### config.mk
export PLATFORM = sky130hd
export DESIGN_NAME = lane_shuffle_unit
export DESIGN_NICKNAME = d
export VERILOG_FILES = /design/src/rtl/lane_shuf_pkg.sv /design/src/rtl/lane_pick.sv /design/src/rtl/lane_shuffle_unit.sv
export SDC_FILE = /design/constraint.sdc
export NUM_CORES = 1
export LEC_CHECK = 0
export BUFFER_PORTS_ARGS = -buffer_cell sky130_fd_sc_hd__clkbuf_2
export CAP_MARGIN = 20
export CORE_AREA = 3 3 151 153
export DETAILED_ROUTE_END_ITERATION = 8
export DIE_AREA = 0 0 154 156
export PLACE_DENSITY = 0.69
export SLEW_MARGIN = 20
export SYNTH_ARGS = -nofsm -noshare
export SYNTH_HDL_FRONTEND = slang
export SYNTH_SLANG_ARGS = --single-unit
export TNS_END_PERCENT = 50
### constraint.sdc
create_clock -name clk -period 2.7 [get_ports clk]
set_input_delay 0.27 -clock clk [delete_from_list [all_inputs] [get_ports clk]]
set_output_delay 0.27 -clock clk [all_outputs]
set_load 0.005 [all_outputs]
### src/rtl/lane_shuf_pkg.sv
package lane_shuf_pkg;
    typedef enum logic {
        ST_EMPTY = 1'b0,
        ST_FULL  = 1'b1
    } occ_state_t;
endpackage

### src/rtl/lane_pick.sv
module lane_pick #(
    parameter int LANE_W = 32,
    parameter int LANES  = 4,
    localparam int SEL_W = $clog2(LANES),
    localparam int VEC_W = LANE_W * LANES
) (
    input  logic [VEC_W-1:0]  vec,
    input  logic [SEL_W-1:0]  sel,
    output logic [LANE_W-1:0] lane
);
    // Mux over every lane: compare index, OR in the match.
    always_comb begin
        lane = '0;
        for (int i = 0; i < LANES; i++) begin
            if (sel == SEL_W'(i))
                lane = vec[i*LANE_W +: LANE_W];
        end
    end
endmodule

### src/rtl/lane_shuffle_unit.sv
module lane_shuffle_unit
    import lane_shuf_pkg::*;
#(
    parameter int LANE_W = 32,
    parameter int LANES  = 4,
    localparam int SEL_W  = $clog2(LANES),
    localparam int VEC_W  = LANE_W * LANES,
    localparam int CTRL_W = SEL_W * LANES
) (
    input  logic              clk,
    input  logic              rst,
    input  logic              in_valid,
    input  logic [VEC_W-1:0]  dst_vec,
    input  logic [VEC_W-1:0]  src_vec,
    input  logic [CTRL_W-1:0] ctrl,
    output logic              out_valid,
    output logic [VEC_W-1:0]  out_vec
);
    occ_state_t state_q, state_d;
    logic [VEC_W-1:0] shuf_w;

    // Lower half of result lanes from destination, upper half from source.
    for (genvar g = 0; g < LANES; g++) begin : g_lane
        if (g < LANES / 2) begin : g_dst
            lane_pick #(.LANE_W(LANE_W), .LANES(LANES)) u_pick (
                .vec  (dst_vec),
                .sel  (ctrl[g*SEL_W +: SEL_W]),
                .lane (shuf_w[g*LANE_W +: LANE_W])
            );
        end else begin : g_src
            lane_pick #(.LANE_W(LANE_W), .LANES(LANES)) u_pick (
                .vec  (src_vec),
                .sel  (ctrl[g*SEL_W +: SEL_W]),
                .lane (shuf_w[g*LANE_W +: LANE_W])
            );
        end
    end

    // Next-state: T_ACCEPT / T_DRAIN
    always_comb begin
        state_d = state_q;
        unique case (state_q)
            ST_EMPTY: state_d = in_valid ? ST_FULL : ST_EMPTY;
            ST_FULL:  state_d = in_valid ? ST_FULL : ST_EMPTY;
            default:  state_d = ST_EMPTY;
        endcase
    end

    // State register
    always_ff @(posedge clk) begin
        if (rst) state_q <= ST_EMPTY;
        else     state_q <= state_d;
    end

    // Output register
    always_ff @(posedge clk) begin
        if (rst)           out_vec <= '0;
        else if (in_valid) out_vec <= shuf_w;
    end

    assign out_valid = (state_q == ST_FULL);

    AST_LANE0_DST: assert property (@(posedge clk) disable iff (rst)
        in_valid |=> out_vec[0 +: LANE_W] == $past(dst_vec[ctrl[0 +: SEL_W]*LANE_W +: LANE_W]));
    AST_LANE1_DST: assert property (@(posedge clk) disable iff (rst)
        in_valid |=> out_vec[LANE_W +: LANE_W] == $past(dst_vec[ctrl[SEL_W +: SEL_W]*LANE_W +: LANE_W]));
    AST_LANE2_SRC: assert property (@(posedge clk) disable iff (rst)
        in_valid |=> out_vec[2*LANE_W +: LANE_W] == $past(src_vec[ctrl[2*SEL_W +: SEL_W]*LANE_W +: LANE_W]));
    AST_LANE3_SRC: assert property (@(posedge clk) disable iff (rst)
        in_valid |=> out_vec[3*LANE_W +: LANE_W] == $past(src_vec[ctrl[3*SEL_W +: SEL_W]*LANE_W +: LANE_W]));
    AST_VALID_RISE: assert property (@(posedge clk) disable iff (rst)
        in_valid |=> out_valid);
    AST_VALID_DROP: assert property (@(posedge clk) disable iff (rst)
        !in_valid |=> !out_valid);
    AST_IDLE_HOLD: assert property (@(posedge clk) disable iff (rst)
        !in_valid |=> $stable(out_vec));
    AST_RESET_CLEAR: assert property (@(posedge clk)
        rst |=> (!out_valid && out_vec == '0));
endmodule

# Word-level counts from Yosys, hierarchy flattened
# Index checks and enable logic that the tools add are counted.
dict set report word_totals {
  register_bits 129
  latchBits 0
  mem_bits_rw 0
  mem_bits_ro 0
  inputBits 267
  out_inout_bits 129
  elab_cells 35
  memories 0
}
dict set report classes {
  add_sub_neg 0
  mul 0
  n_div 0
  n_lt_le_gt_ge 0
  n_eq_ne 12
  shifts 0
  n_mux 17
  n_bitwise 0
  reduce_logical 4
}
# cell n
set ops {}
lappend ops {{32-bit two-way mux} 16}
lappend ops {{2-bit == test (second input constant)} 8}
lappend ops {{2-bit by 1-bit == test with 1-bit output (second input constant)} 4}
lappend ops {{2-bit zero test} 4}
lappend ops {{1-bit two-way mux} 1}

# Logic depth before layout (Yosys ltp)
dict set report depth {
  word_depth 5
  depth_mapped 5
  ltp_nobuf 2
}

# Hierarchy
# A second synthesis with hierarchy kept.
dict set report hier_totals {
  hier_cells 571
  hier_area_um2 7925.1
}
# module instances cells_each area_per_inst_um2 seq_area_each_um2
set modules_own_cells {}
lappend modules_own_cells {lane_shuffle_unit 1 415 4667.0 2582.5}
lappend modules_own_cells {lane_pick 4 39 814.5 0.0}

# Worst setup path after synthesis
# No wires, ideal clock.
dict set report synth_timing {
  path_type {in2reg}
  from {input port rst}
  to {register out_vec[16]}
  setup_ns 0.079
  t_arrival_ns 1.152
  required_ns 2.621
  path_slack_ns 1.469
  cell_stages 5
  path_buffers 3
  path_cell_list {buf_6 buf_6 clkbuf_1 or3b_2 o221ai_2}
}
# element line_no
set synth_lines {}
lappend synth_lines {{start: declaration} lane_shuffle_unit.sv:11} ;# input logic rst,
lappend synth_lines {{end signal: assignment} lane_shuffle_unit.sv:58} ;# else if (in_valid) out_vec <= shuf_w;
lappend synth_lines {{end: declaration} lane_shuffle_unit.sv:17} ;# output logic [VEC_W-1:0] out_vec

==> metrics.md <==
| Metric | Value |
|---|---|
| WL per Instance | 20.90 um |
| Slew Viols, Final | 0 |
| Routed wire length | 28820 um |
| ANT nets after route | 0 |
| Hold Path Cell Cnt | 3 |
| Ys Warns | 0 |
| Filler Cells Inserted | 1986 |
| Worst hold margin | 0.1648 ns |
| Max Cap Violations | 0 |
| Register area share after synthesis | 30.23% |
| Layout area overhead | 30.07% |
| Core area | 21690 sq um |
| Final core area utilization | 51.23% |
| Leakage power | 0.005265 uW |
| Floorplan row count | 54 |
| Clk slew on worst S/H paths | 0.06 ns |
| Pwr dens | 495.3 nW/um^2 |
| Final hold violation count | 0 |
| GRT Resource Usage Total | 22.56% |
| # Post-CTS Setup Buffers | 0 |
| Layout cells sized above 1 | 54.15% |
| HP Class | input port to register |
| Via count | 7705 |
| Dpl cells | 1345 |
| Simple logic cell fraction of the synthesized area | 13.96% |
| Hold wc startpoint | src_vec[127] |
| RSZ-0062 raised after global routing | no |
| Die ar. | 24020 sq um |
| H-tree levels | 4 |
| Critical path type | input port to register |
| Most used cell, CP | buf_4 |
| Worst Hold End | out_vec[127] |
| Worst reg2reg path endpoint | out_vec[13] |
| Crit start category | input port |
| Proportion of synthesized area in mux cells | 30.00% |
| Period utilisation layout | 53.59% |
| Synth Area in Adders | 0% |
| Synthesized Nets | 1003 |
| Root buffer cell | clkbuf_16 |
| Starting DRT DRC Count | 303 |
| Peak VDD IR | 0.3490 mV |
| Worst rel slew slack | 55.51% |
| Distinct cell type count after synthesis | 13 |
| Outcome | finished clean |
| Clock Path Buffers | 2 |
| Hold buffer count at CTS | 0 |
| Worst R2R Setup Slack | 1.71 ns |
| Initial antenna violation count | 2 |
| Fin cells | 1379 |
| GPL Wtd Cong | 0.8622 |
| Max stage delay on crit path | 0.68 ns |
| Via density | 5.587 |
| Initial Util | 39.39% |
| Clk sinks | 129 |
| First-pass GRT wire length | 43500 um |
| DRC Markers | 0 |
| Final Power | 5503 uW |
| CTS tree | done |
| IO Count | 396 |
| Grt ovf | 0 |
| Largest net degree at the start of global routing | 62 |
| Nets | 1351 |
| Vias in the first global route | 7820 |
| Cell Area, Synth | 8542 sq um |
| Synth Area in Compound Gates | 19.72% |
| CP required | 3.04 ns |
| Slowest CP cell | or3b_1 |
| Largest family of logic cells by synthesized area | multiplexers |
| HPWL after DPL | 21050 um |
| Sequential cell area | 2582 sq um |
| Mean area per synthesized cell | 11.61 sq um |
| Most frequent cells in the layout | clkbuf_2, mux2i_1, dfxtp_1 |
| Die height | 156 um |
| FMAX | 691.1 MHz |
| Crit path max fanout | 40 |
| Pre-antenna DRT Iters | 4 |
| Tmin final | 1.447 ns |
| Post-Route Setup TNS | 0 ns |
| Mapped Cells | 736 |
| Cells resized by post-CTS repair | 0 |
| Worst-skew pair later-pin latency | 0.40 ns |
| Commonest non-fill, non-tap cell in the layout | clkbuf_2 |
| Area of the multi-input gates | 5441 sq um |
| #FFs+latches synth | 129 |
| CP cell instances | buf_4 > or3b_1 > buf_4 > o221ai_1 |
| Die X | 154 um |
| Critical path arrival | 1.78 ns |
| Endpoints failing setup | 0 |
| Xor-xnor portion of the synthesized cell area | 0% |
| Worst Setup End Kind | register |
| R2R depth | 2 |
| Worst-Margin Slew | 0.6674 ns |
| Setup Skew | 0 ns |
| Launching point of the worst reg2reg path | out_vec[13] |
| Port Buffers | 395 |
| CTS buffer count | 17 |
## report_power, final
part           switching, uW  internal, uW
clock                    959          1190
sequential              81.2          2060
combinational            616           602
## state kept, by name, summed over array words and instances, names as in the netlist
| signal | count |
|---|---|
| out_vec | 128 |
| out_valid | 1 |
## metal layers
metal / up-vias / part of all wire, % / track usage, %
met5: - / 0 / 0
met4: 0 / 2.9 / 9.083
met3: 42 / 7.5 / 6.241
met2: 313 / 49 / 38.48
met1: 3672 / 40 / 26.92
li1: 3678 / - / -
## through the flow
stage                     worst slack, ns  area, sq um
after floorplan                     1.469         8542
after global placement             0.7427        10560
after detailed placement           0.7211        10560
after CTS                           1.170        11100
after global routing                1.179        11110
final                               1.253        11110
## how the worst max path moves through the flow
stage | slack, ns | to | from | depth (start not counted)
floorplan | 1.47 | out_vec[16] | rst | 5
global placement | 0.74 | out_vec[94] | in_valid | 3
detailed placement | 0.72 | out_vec[94] | in_valid | 3
CTS | 1.17 | out_vec[94] | in_valid | 3
global route | 1.18 | out_vec[105] | rst | 5
finish | 1.25 | out_vec[112] | in_valid | 4
## critical path: cells and delay by family
kind,cells,cell delay (ns)
buffers and inverters,2,0.65
and+or+nand+nor,1,0.68
AOI/OAI and AO/OA,1,0.17
## logic make-up (layout without fill, tap and decap cells)
group           count (synthesis)  count (layout)
simple gates                  137             137
buf+inv                        86             447
flops                         129             129
mux                           256             256
compound gates                128             128
other cells                     0               2
## cells in the mapped netlist
master    count  area (sq um)
mux2i_1     256          2562
dfxtp_1     129          2582
o221ai_2     90          1351
or3b_1       76         665.6
or3b_2       56         490.5
buf_2        40         200.2
o221ai_1     38         332.8
clkbuf_1     21         78.83
buf_6        15         168.9
buf_4         9         67.56
nand3b_1      4         30.03
clkbuf_2      1         5.000
nor2b_1       1         6.260
## area by class of cell
class,instances,area share [%]
Antenna cell,2,0.04504
Clock buffer,19,3.896
Clock inverter,13,0.9572
Multi-Input combinational cell,521,48.98
Sequential cell,129,23.24
Tap cell,280,3.153
Timing Repair Buffer,415,19.73
Note: power is estimated with default switching activity, not from simulation.
